[config.mk]
export PLATFORM = sky130hd
export DESIGN_NAME = main_ctrl_decoder
export DESIGN_NICKNAME = d
export VERILOG_FILES = /design/src/rtl/ctrl_pkg.sv /design/src/rtl/op_classify.sv /design/src/rtl/ctrl_table.sv /design/src/rtl/ctrl_reg.sv /design/src/rtl/main_ctrl_decoder.sv
export SDC_FILE = /design/constraint.sdc
export NUM_CORES = 1
export LEC_CHECK = 0
export BUFFER_PORTS_ARGS = -buffer_cell sky130_fd_sc_hd__clkbuf_2
export CORE_AREA = 2 2 39 41
export DETAILED_ROUTE_END_ITERATION = 10
export DIE_AREA = 0 0 41 43
export PLACE_DENSITY_LB_ADDON = 0.25
export SLEW_MARGIN = 40
export SYNTH_ARGS = -nofsm -noshare
export SYNTH_HDL_FRONTEND = slang
export SYNTH_SLANG_ARGS = --single-unit
[constraint.sdc]
create_clock -name clk -period 0.95 [get_ports clk]
set_input_delay 0.19 -clock clk [delete_from_list [all_inputs] [get_ports clk]]
set_output_delay 0.19 -clock clk [all_outputs]
set_load 0.01 [all_outputs]
[src/rtl/ctrl_pkg.sv]
package ctrl_pkg;

  localparam int ALU_MODE_W = 2;
  localparam int NUM_CLASS  = 5;

  typedef enum logic [2:0] {
    CL_NONE   = 3'd0,
    CL_RTYPE  = 3'd1,
    CL_LOAD   = 3'd2,
    CL_STORE  = 3'd3,
    CL_BRANCH = 3'd4,
    CL_ADDI   = 3'd5
  } class_e;

  typedef struct packed {
    logic                  dst_rd;
    logic                  opb_imm;
    logic                  wb_mem;
    logic                  rf_we;
    logic                  dmem_re;
    logic                  dmem_we;
    logic                  br_eq;
    logic [ALU_MODE_W-1:0] alu_mode;
  } ctrl_t;

  localparam ctrl_t CTRL_SAFE = '0;

endpackage

[src/rtl/op_classify.sv]
module op_classify
  import ctrl_pkg::*;
#(
  parameter int              OP_W      = 6,
  parameter logic [OP_W-1:0] OP_RTYPE  = 6'b000000,
  parameter logic [OP_W-1:0] OP_LOAD   = 6'b100011,
  parameter logic [OP_W-1:0] OP_STORE  = 6'b101011,
  parameter logic [OP_W-1:0] OP_BRANCH = 6'b000100,
  parameter logic [OP_W-1:0] OP_ADDI   = 6'b001000
) (
  input  logic [OP_W-1:0] op_i,
  output class_e          cls_o
);

  // code list in class-enum order (entry k maps to enum value k+1)
  localparam logic [OP_W-1:0] CODES [NUM_CLASS] =
    '{OP_RTYPE, OP_LOAD, OP_STORE, OP_BRANCH, OP_ADDI};

  logic [NUM_CLASS-1:0] hit;

  for (genvar k = 0; k < NUM_CLASS; k++) begin : g_match
    assign hit[k] = (op_i == CODES[k]);
  end

  always_comb begin
    cls_o = CL_NONE;
    for (int k = NUM_CLASS - 1; k >= 0; k--) begin
      if (hit[k]) cls_o = class_e'(k + 1);
    end
  end

  // distinct parameter codes keep at most one match active
  always_comb begin
    assert ($onehot0(hit) || $isunknown(op_i))
      else $error("p_single_match_r8: overlapping code parameters");
  end

endmodule

[src/rtl/ctrl_table.sv]
module ctrl_table
  import ctrl_pkg::*;
(
  input  class_e cls_i,
  output ctrl_t  ctrl_o
);

  always_comb begin
    ctrl_o = CTRL_SAFE;
    unique case (cls_i)
      CL_RTYPE: begin
        ctrl_o.dst_rd   = 1'b1;
        ctrl_o.rf_we    = 1'b1;
        ctrl_o.alu_mode = 2'b10;
      end
      CL_LOAD: begin
        ctrl_o.opb_imm  = 1'b1;
        ctrl_o.wb_mem   = 1'b1;
        ctrl_o.rf_we    = 1'b1;
        ctrl_o.dmem_re  = 1'b1;
      end
      CL_STORE: begin
        ctrl_o.opb_imm  = 1'b1;
        ctrl_o.dmem_we  = 1'b1;
      end
      CL_BRANCH: begin
        ctrl_o.br_eq    = 1'b1;
        ctrl_o.alu_mode = 2'b01;
      end
      CL_ADDI: begin
        ctrl_o.opb_imm  = 1'b1;
        ctrl_o.rf_we    = 1'b1;
      end
      default: ctrl_o = CTRL_SAFE;
    endcase
  end

endmodule

[src/rtl/ctrl_reg.sv]
module ctrl_reg
  import ctrl_pkg::*;
(
  input  logic  clk,
  input  logic  rst,
  input  ctrl_t d_i,
  output ctrl_t q_o
);

  always_ff @(posedge clk) begin
    if (rst) q_o <= CTRL_SAFE;
    else     q_o <= d_i;
  end

endmodule

[src/rtl/main_ctrl_decoder.sv]
module main_ctrl_decoder
  import ctrl_pkg::*;
#(
  parameter int              OP_W      = 6,
  parameter logic [OP_W-1:0] OP_RTYPE  = 6'b000000,
  parameter logic [OP_W-1:0] OP_LOAD   = 6'b100011,
  parameter logic [OP_W-1:0] OP_STORE  = 6'b101011,
  parameter logic [OP_W-1:0] OP_BRANCH = 6'b000100,
  parameter logic [OP_W-1:0] OP_ADDI   = 6'b001000
) (
  input  logic                  clk,
  input  logic                  rst,
  input  logic [OP_W-1:0]       op_i,
  output logic                  dst_rd_o,
  output logic                  opb_imm_o,
  output logic                  wb_mem_o,
  output logic                  rf_we_o,
  output logic                  dmem_re_o,
  output logic                  dmem_we_o,
  output logic                  br_eq_o,
  output logic [ALU_MODE_W-1:0] alu_mode_o
);

  class_e cls;
  ctrl_t  ctrl_d;
  ctrl_t  ctrl_q;

  op_classify #(
    .OP_W     (OP_W),
    .OP_RTYPE (OP_RTYPE),
    .OP_LOAD  (OP_LOAD),
    .OP_STORE (OP_STORE),
    .OP_BRANCH(OP_BRANCH),
    .OP_ADDI  (OP_ADDI)
  ) i_classify (
    .op_i (op_i),
    .cls_o(cls)
  );

  ctrl_table i_table (
    .cls_i (cls),
    .ctrl_o(ctrl_d)
  );

  ctrl_reg i_reg (
    .clk(clk),
    .rst(rst),
    .d_i(ctrl_d),
    .q_o(ctrl_q)
  );

  assign dst_rd_o   = ctrl_q.dst_rd;
  assign opb_imm_o  = ctrl_q.opb_imm;
  assign wb_mem_o   = ctrl_q.wb_mem;
  assign rf_we_o    = ctrl_q.rf_we;
  assign dmem_re_o  = ctrl_q.dmem_re;
  assign dmem_we_o  = ctrl_q.dmem_we;
  assign br_eq_o    = ctrl_q.br_eq;
  assign alu_mode_o = ctrl_q.alu_mode;

  // port-level timing checks: code sampled at one edge, outputs after it
  p_rtype_rows_r3: assert property (@(posedge clk) disable iff (rst)
    (op_i == OP_RTYPE) |=> (rf_we_o && dst_rd_o && !opb_imm_o && alu_mode_o == 2'b10))
    else $error("p_rtype_rows_r3");

  p_load_rows_r4: assert property (@(posedge clk) disable iff (rst)
    (op_i == OP_LOAD) |=> (rf_we_o && dmem_re_o && wb_mem_o && opb_imm_o && !dmem_we_o))
    else $error("p_load_rows_r4");

  p_store_rows_r5: assert property (@(posedge clk) disable iff (rst)
    (op_i == OP_STORE) |=> (dmem_we_o && opb_imm_o && !rf_we_o && !dmem_re_o))
    else $error("p_store_rows_r5");

  p_branch_rows_r6: assert property (@(posedge clk) disable iff (rst)
    (op_i == OP_BRANCH) |=> (br_eq_o && alu_mode_o == 2'b01 && !rf_we_o && !dmem_we_o))
    else $error("p_branch_rows_r6");

  p_addi_rows_r7: assert property (@(posedge clk) disable iff (rst)
    (op_i == OP_ADDI) |=> (rf_we_o && opb_imm_o && !dst_rd_o && !wb_mem_o && alu_mode_o == 2'b00))
    else $error("p_addi_rows_r7");

  p_unknown_safe_r8: assert property (@(posedge clk) disable iff (rst)
    (op_i != OP_RTYPE && op_i != OP_LOAD && op_i != OP_STORE &&
     op_i != OP_BRANCH && op_i != OP_ADDI) |=>
    (!rf_we_o && !dmem_we_o && !dmem_re_o && !br_eq_o))
    else $error("p_unknown_safe_r8");

  p_exclusive_r9: assert property (@(posedge clk) disable iff (rst)
    ($countones({dmem_re_o, dmem_we_o, br_eq_o}) <= 1) && !(dmem_we_o && rf_we_o))
    else $error("p_exclusive_r9");

endmodule

# Yosys cells after proc, flatten, opt, wreduce, memory -nomap -nowiden

Index checks and enable logic that the tools add are counted.

Register bits after elaboration: 8
Latch bits: 0
RAM bits: 0
ROM bits: 0
Input bits: 8
Word-level logic and storage cells: 31
Memories kept: 0

Add/subtract/negate cells: 0
$mul: 0
Divide/modulo/power cells: 0
$lt $le $gt $ge: 0
Equal/unequal tests: 9
Shift-type cells: 0
Mux-type cells: 12
Bitwise logic cells: 0
Reductions and logical operators: 3

Operators by type and width:

| cell                                           | count |
|---|---|
| two-way mux 3 bit                              | 5 |
| == test 6 bit (second input constant)          | 2 |
| == test 3 x 2 -> 1 bit (second input constant) | 2 |
| == test 3 bit (second input constant)          | 2 |
| == test 6 x 3 -> 1 bit (second input constant) | 1 |
| == test 6 x 4 -> 1 bit (second input constant) | 1 |
| zero test 6 bit                                | 1 |
| two-way mux 1 bit                              | 6 |
| OR reduction 3 bit                             | 2 |
| one-hot mux 2 bit (2 select lines)             | 1 |
| == test 3 x 1 -> 1 bit (second input constant) | 1 |

# Longest topological paths before layout

Gate-level depths: netlist (run 1).

Word-level depth: 9
Gate-level depth with buffers: 2
Mapped depth without buffers: 2

# Modules after synthesis

From an unflattened synthesis (run 1), not the netlist that was laid out.

Cells, all modules: 37
Area total of the unflattened synthesis: 349.1 um^2

Modules (own cells, without submodules):

| module      | instances | cells each | area each (um^2) | sequential area each (um^2) |
|---|---|---|---|---|
| ctrl_reg    | 1         | 18         | 236.5            | 180.2 |
| ctrl_table  | 1         | 12         | 63.8             | 0.0 |
| op_classify | 1         | 7          | 48.8             | 0.0 |

# Worst setup path after synthesis (run 1)

Ideal clock, no wire load.

Kind: input -> register
From: in op_i[1]
To: reg i_reg.q_o[7] (netlist bit)
Library setup time: 0.070 ns
Arrival: 0.820 ns
Slack: 0.060 ns
Stages: 2
Buffers on the path: 0
Cell sequence: or4b_1 > a21oi_1

Longest elaborated chain between the ends: 9
Elaborated cells on any way between the ends: 15
Classes of those cells: eq/ne (7); mux (6); reduce/logical (2)

RTL lines:

| what                                                           | RTL line                | source |
|---|---|---|
| start, declared                                                | main_ctrl_decoder.sv:13 | `input logic [OP_W-1:0] op_i,` |
| == test 6 x 4 -> 1 bit                                         | op_classify.sv:22       | `assign hit[k] = (op_i == CODES[k]);` |
| two-way mux 3 bit (4 in series)                                | op_classify.sv:28       | `if (hit[k]) cls_o = class_e'(k + 1);` |
| two-way mux 3 bit *                                            | op_classify.sv:28       |  |
| == test 3 x 2 -> 1 bit / == test 3 bit (equally long branches) | ctrl_table.sv:10        | `unique case (cls_i)` |
| OR reduction 3 bit (no source line) *                          | n/a                     |  |
| two-way mux 1 bit *                                            | ctrl_table.sv:10        |  |
| end signal, assigned                                           | ctrl_reg.sv:12          | `else q_o <= d_i;` |
| end, declared                                                  | ctrl_reg.sv:7           | `output ctrl_t q_o` |

Mark *: on every way between the ends. The rest lies on a longest branch, timed or not.
A chain may end at the register's enable or synchronous reset.

# Worst setup path after layout (run 1)

From: reg i_reg.q_o[6] (netlist bit)
To: out wb_mem_o

RTL lines:

| what          | RTL line                | source |
|---|---|---|
| end, declared | main_ctrl_decoder.sv:16 | `output logic wb_mem_o,` |

No word-level cell between the ends.

==> results of run 1 <==
-- where the power goes --
group	switching (mW)	internal, mW	total [mW]	leakage [nW]
clock	0.0968	0.159	0.256	0.0150
combinational	0.0250	0.0320	0.0569	0.126
sequential	0.000683	0.297	0.297	0.0570
-- layer usage --
metal  GRT usage  routed length, µm  share of wire
met5           0                  0              0
met4       0.100                  0              0
met3      0.0157                 29          0.057
met2       0.109                273           0.54
met1      0.0882                204           0.40
-- what timing repair did --
action / in CTS / in global routing
endpoints found under the setup margin: 0 / 3
buffers inserted: 0 / 0
resized for setup: 0 / 3
-- logic make-up (layout without fill, tap and decap cells) --
family | count (synthesis) | in the layout | synth area share
buffers and inverters | 3 | 26 | 0.0765
AND/OR/NAND/NOR | 12 | 12 | 0.311
flip-flops | 7 | 7 | 0.571
AO/OA/AOI/OAI | 2 | 2 | 0.0408
-- path summary, 6_finish.rpt --
| kind | from | to | slack [ns] | cells after the start |
|---|---|---|---|---|
| max | i_reg.q_o[6] | wb_mem_o | 0.07 | 1 |
| min | op_i[2] | i_reg.q_o[8] | 0.22 | 3 |
-- layout make-up --
class                           instances  area share
Clock buffer                            4      0.0665
Inverter                                1     0.00949
Multi-Input combinational cell         14       0.218
Sequential cell                         7       0.358
Tap cell                               16      0.0506
Timing Repair Buffer                   21       0.297
-- placed cells by master, fill, tap and decap left out, types with 2 or more instances in the layout --
cell type,Yosys,layout
clkbuf_2,0,14
dfxtp_1,7,6
buf_4,2,5
nor3_1,4,4
clkbuf_4,0,3
or3_1,2,2
a21oi_1,2,2
and3_1,2,2
buf_2,0,2
-- per-stage QoR --
stage	hold WS, ns	power (mW)
2_1_floorplan	0.266	0.318
3_3_place_gp	0.471	0.361
3_5_place_dp	0.470	0.361
4_1_cts	0.214	0.627
5_1_grt	0.216	0.664
6_report	0.216	0.611
==> impl_summary.log, run 1 <==
[metrics] synthesized flop and latch total: 7
[metrics] Max Fclk: 1.14 GHz
[metrics] number of DRC violations after detailed-routing iteration 0: 1
[metrics] cell taking the most area after synthesis: dfxtp_1
[metrics] total routing resource utilization after global routing: 0.0807
[metrics] pin count of the biggest net entering global routing: 5
[metrics] Async SR Flop Fraction: 0
[metrics] clock tree from TritonCTS: done
[metrics] number of max-slew violations in the final report: 0
[metrics] Post-DP HPWL: 442 µm
[metrics] post-synthesis cell type count: 11
[metrics] master of the slowest instance on the critical path: dfxtp_1
[metrics] minimum clock period after layout: 0.880 ns
[metrics] Syn Inst Count: 24
[metrics] placed insts: 59
[metrics] antenna violations before repair: 0
[metrics] combined buffer and inverter count along the critical path: 1
[metrics] path class of the lowest-slack min-delay path: input pin to flip-flop
[metrics] static leakage: 0.198 nW
[metrics] cell row count: 14
[metrics] Rel. slew slack: 0.836
[metrics] signal arrival time at the worst endpoint: 0.69 ns
[metrics] slowest cell delay on critical path: 0.32 ns
[metrics] area taken by multi-input logic gates: 86.3 µm²
[metrics] antenna cell count: 0
[metrics] cell area after layout: 395 µm²
[metrics] Synth Cell Area: 245 µm²
[metrics] warnings from Yosys: 0
[metrics] Final Cycle Share: 0.927
[metrics] effective utilization at floorplan: 0.177
[metrics] clock-pin transition on the worst setup and hold timing paths: 0.05 ns
[metrics] num ports: 17
[metrics] post-route ant nets: 0
[metrics] via density per instance: approximately 4.1
[metrics] TritonCTS buffer count: 3
[metrics] start-to-end type of the worst setup path: flip-flop to output pin
[metrics] die width: between 40 and 50 µm
[metrics] post-cts hold buffer count: 0
[metrics] maximum buffer depth of the clock tree: 2
[metrics] ranking of synthesized cells by area: dfxtp_1 (57%), nor3_1 (8.2%), buf_4 (6.1%), and3_1 (5.1%), or3_1 (5.1%)
[metrics] buffers added on ports: 16
[metrics] largest voltage drop on the vdd net: between 0.3 and 0.4 mV
[metrics] CP cell instances: clkbuf_2
[metrics] global-route wire length before repair: between 800 and 900 µm
[metrics] most common cell in the synthesized netlist: dfxtp_1
[metrics] number of setup violations in the final report: 0
[metrics] Placement Setup Slack: -0.0634 ns
[metrics] Main synth FF type: dfxtp_1
[metrics] commonest cells in the netlist: dfxtp_1 (7), nor3_1 (4)
[metrics] standard cell core area: 0.00138 mm²
[metrics] vias in the first global route: between 200 and 250
[metrics] Most flops, register: i_reg.q_o
[metrics] sequential element share of the synthesized area: 0.571
[metrics] top cell family by delay on the critical path: flip-flops
[metrics] pwr/cell area: about 1500 mW/mm²
[metrics] result of the run: finished clean
[metrics] top flop regs: i_reg.q_o x7
[metrics] flip-flop count of the largest register after layout: 7
[metrics] transition time at the pin with the least slew margin: 0.245 ns
[metrics] number of iterations in the first detailed-routing pass: 3
[metrics] clk root buf: clkbuf_4
[metrics] # DRC: 0
[metrics] H-tree lvl count: 1
[metrics] minimum setup slack in the final design: 0.0698 ns
[metrics] wire length per cell after detailed routing: 8.05 µm
[metrics] share of the synthesized area in the top cell type: 0.571
[metrics] final count of hold timing violations: 0
[metrics] CP Capture Type: output pin
[metrics] required time at the worst-slack endpoint: roughly 0.76 ns
[metrics] via count of the routed design: 258
[metrics] number of clock sinks: 7
[metrics] Final GP Congestion: 0.653
[metrics] total gr overflow: 0
[metrics] Synth-to-Final Area Change: 61.2%
[metrics] area used by sequential logic in the layout: between 100 and 150 µm²
[metrics] post-route core utilization: 0.286
[metrics] DIE HEIGHT: 43 µm
[metrics] maxcap violations: 0
[metrics] Setup crit start kind: flip-flop
[metrics] Routed Wire Length: 507 µm
[metrics] final net count: 56
[metrics] cell area after placement: 368 µm²
[metrics] Synth Net Count: 32
[metrics] Post-Route Setup TNS: 0 ns
[metrics] Post-Layout Cell Count: 63
[metrics] # fillers: 155
[metrics] Avg Synthesized Cell Area: 10.2 µm²
[metrics] Post-synth EDFFs: 0
[metrics] die area: 0.00176 mm²
[metrics] maximum fanout count along the critical path: 2
[metrics] layout cell share with drive strength beyond 1: 0.532
[metrics] unrepaired setup endpoints after global routing: no
Power figures use the tool's default switching activity.
==> run 2: changes to the inputs <==
--- a/config.mk
+++ b/config.mk
@@ -9,6 +9,7 @@
 export CORE_AREA = 2 2 39 41
 export DETAILED_ROUTE_END_ITERATION = 10
 export DIE_AREA = 0 0 41 43
+export GPL_TIMING_DRIVEN = 0
 export PLACE_DENSITY_LB_ADDON = 0.25
 export SLEW_MARGIN = 40
 export SYNTH_ARGS = -nofsm -noshare
==> constraint.sdc (replaced) <==
create_clock -name clk -period 0.8 [get_ports clk]
set_input_delay 0.16 -clock clk [delete_from_list [all_inputs] [get_ports clk]]
set_output_delay 0.16 -clock clk [all_outputs]
set_load 0.01 [all_outputs]
==> impl_summary.log, run 2 (same netlist as run 1, synthesis figures left out) <==
[metrics] Synth-to-Final Area Change: 66.8%
[metrics] antenna cell count: 0
[metrics] number of clock sinks: 7
[metrics] minimum setup slack in the final design: -0.130 ns
[metrics] path class of the lowest-slack min-delay path: input pin to flip-flop
[metrics] clock tree from TritonCTS: done
[metrics] Max Fclk: 1.08 GHz
[metrics] most frequent standard cell in the layout excluding fill and tap cells: clkbuf_2
[metrics] top flop regs: i_reg.q_o x7
[metrics] maximum fanout count along the critical path: 2
[metrics] vias in the first global route: between 200 and 250
[metrics] violated checks: negative setup slack
[metrics] maximum buffer depth of the clock tree: 2
[metrics] CP Capture Type: output pin
[metrics] result of the run: finished with violations
[metrics] start-to-end type of the worst setup path: flip-flop to output pin
[metrics] standard cell core area: ~0.0014 mm²
[metrics] master of the slowest instance on the critical path: dfxtp_2
[metrics] via density per instance: slightly below 4
[metrics] via count of the routed design: 237
[metrics] met2 WL post-DR: 268 µm
[metrics] clk root buf: clkbuf_4
[metrics] layout cell share with drive strength beyond 1: 0.568
[metrics] antenna violations before repair: 0
[metrics] required time at the worst-slack endpoint: between 0.6 and 0.7 ns
[metrics] die width: 41 µm
[metrics] transition time at the pin with the least slew margin: 0.267 ns
[metrics] Setup crit start kind: flip-flop
[metrics] post-route ant nets: 0
[metrics] top library cells by usage in the layout, fill and taps aside: clkbuf_2 (7), buf_6 (6), buf_2 (5)
[metrics] TritonCTS buffer count: 3
[metrics] pwr/cell area: 1740 mW/mm²
[metrics] num ports: 17
[metrics] slowest cell delay on critical path: 0.32 ns
[metrics] global-route wire length before repair: 848 µm
[metrics] Post-Layout Cell Count: 60
[metrics] pin count of the biggest net entering global routing: 6
[metrics] total length of routed met3 wires: 34 µm
[metrics] top layer in use: met3
[metrics] post-cts hold buffer count: 0
[metrics] H-tree lvl count: 1
[metrics] flip-flop count of the largest register after layout: 7
[metrics] Placement Setup Slack: -0.209 ns
[metrics] total routing resource utilization after global routing: 0.0785
[metrics] Post-Route Setup TNS: -0.463 ns
[metrics] Rel. slew slack: 0.821
[metrics] wire length per cell after detailed routing: 8.43 µm
[metrics] buffers added on ports: 16
[metrics] Routed Wire Length: 506 µm
[metrics] static leakage: just under 0.2 nW
[metrics] unrepaired setup endpoints after global routing: yes
[metrics] Final GP Congestion: 0.692
[metrics] Final Cycle Share: 1.16
[metrics] top cell family by delay on the critical path: flip-flops
[metrics] effective utilization at floorplan: 0.177
[metrics] largest voltage drop on the vdd net: 0.443 mV
[metrics] number of setup violations in the final report: 9
[metrics] clock-pin transition on the worst setup and hold timing paths: 0.05 ns
[metrics] maxcap violations: 0
[metrics] final count of hold timing violations: 0
[metrics] Most flops, register: i_reg.q_o
[metrics] routed length on met1: roughly 200 µm
[metrics] total gr overflow: 0
[metrics] DIE HEIGHT: 43 µm
[metrics] CP cell instances: buf_6, buf_6
[metrics] cell row count: 14
[metrics] signal arrival time at the worst endpoint: 0.77 ns
[metrics] CP dominant cell by count: buf_6
[metrics] # DRC: 0
[metrics] die area: 0.00176 mm²
[metrics] number of iterations in the first detailed-routing pass: 1
[metrics] combined buffer and inverter count along the critical path: 2
[metrics] hold_ws: 0.101 ns
[metrics] minimum clock period after layout: 0.930 ns
[metrics] number of DRC violations after detailed-routing iteration 0: 0
[metrics] final net count: 53
[metrics] number of max-slew violations in the final report: 0
[metrics] placed insts: 56
-- run 2: cell count changes in the layout (fill, tap and decap cells not counted), sizes merged --
cell,before,now
buf,7,11
clkbuf,18,11
-- run 2: final timing paths --
| check | cells past startpoint | slack [ns] | endpoint | startpoint |
|---|---|---|---|---|
| min | 2 | 0.10 | i_reg.q_o[8] | op_i[2] |
| max | 2 | -0.13 | alu_mode_o[1] | i_reg.q_o[8] |
-- run 2: cell type report --
class / instances / area [µm²]
well taps: 16 / 20.0
flip-flops and latches: 7 / 145
multi-input cells: 14 / 86.3
plain buffers: 2 / 22.5
clock buffers: 4 / 26.3
repair buffers: 16 / 105
inverters: 1 / 3.75
fillers: 153 / 975
-- run 2: metrics by stage --
| step | total power [mW] | area (µm²) | utilization |
|---|---|---|---|
| after floorplan | 0.378 | 245 | - |
| after global placement | 0.410 | 345 | 0.250 |
| after detailed placement | 0.411 | 345 | 0.250 |
| after CTS | 0.724 | 395 | 0.286 |
| after global routing | 0.748 | 409 | 0.296 |
| final | 0.711 | 409 | 0.296 |
-- run 2: layer usage --
metal | vias up | track usage
met5 | - | 0
met4 | 0 | 0.100
met3 | 0 | 0.0314
met2 | 10 | 0.109
met1 | 100 | 0.0714
li1 | 127 | -
-- run 2: power by group --
group / internal [mW] / switching (mW)
registers: 0.353 / 0.00112
logic: 0.0256 / 0.0266
clock network: 0.189 / 0.115
total: 0.568 / 0.143
-- run 2: timing repair --
action	in CTS	in global routing
buffers inserted	0	0
gates resized for setup	7	10
endpoints found under the setup margin	9	9
endpoints found under the hold margin	0	0
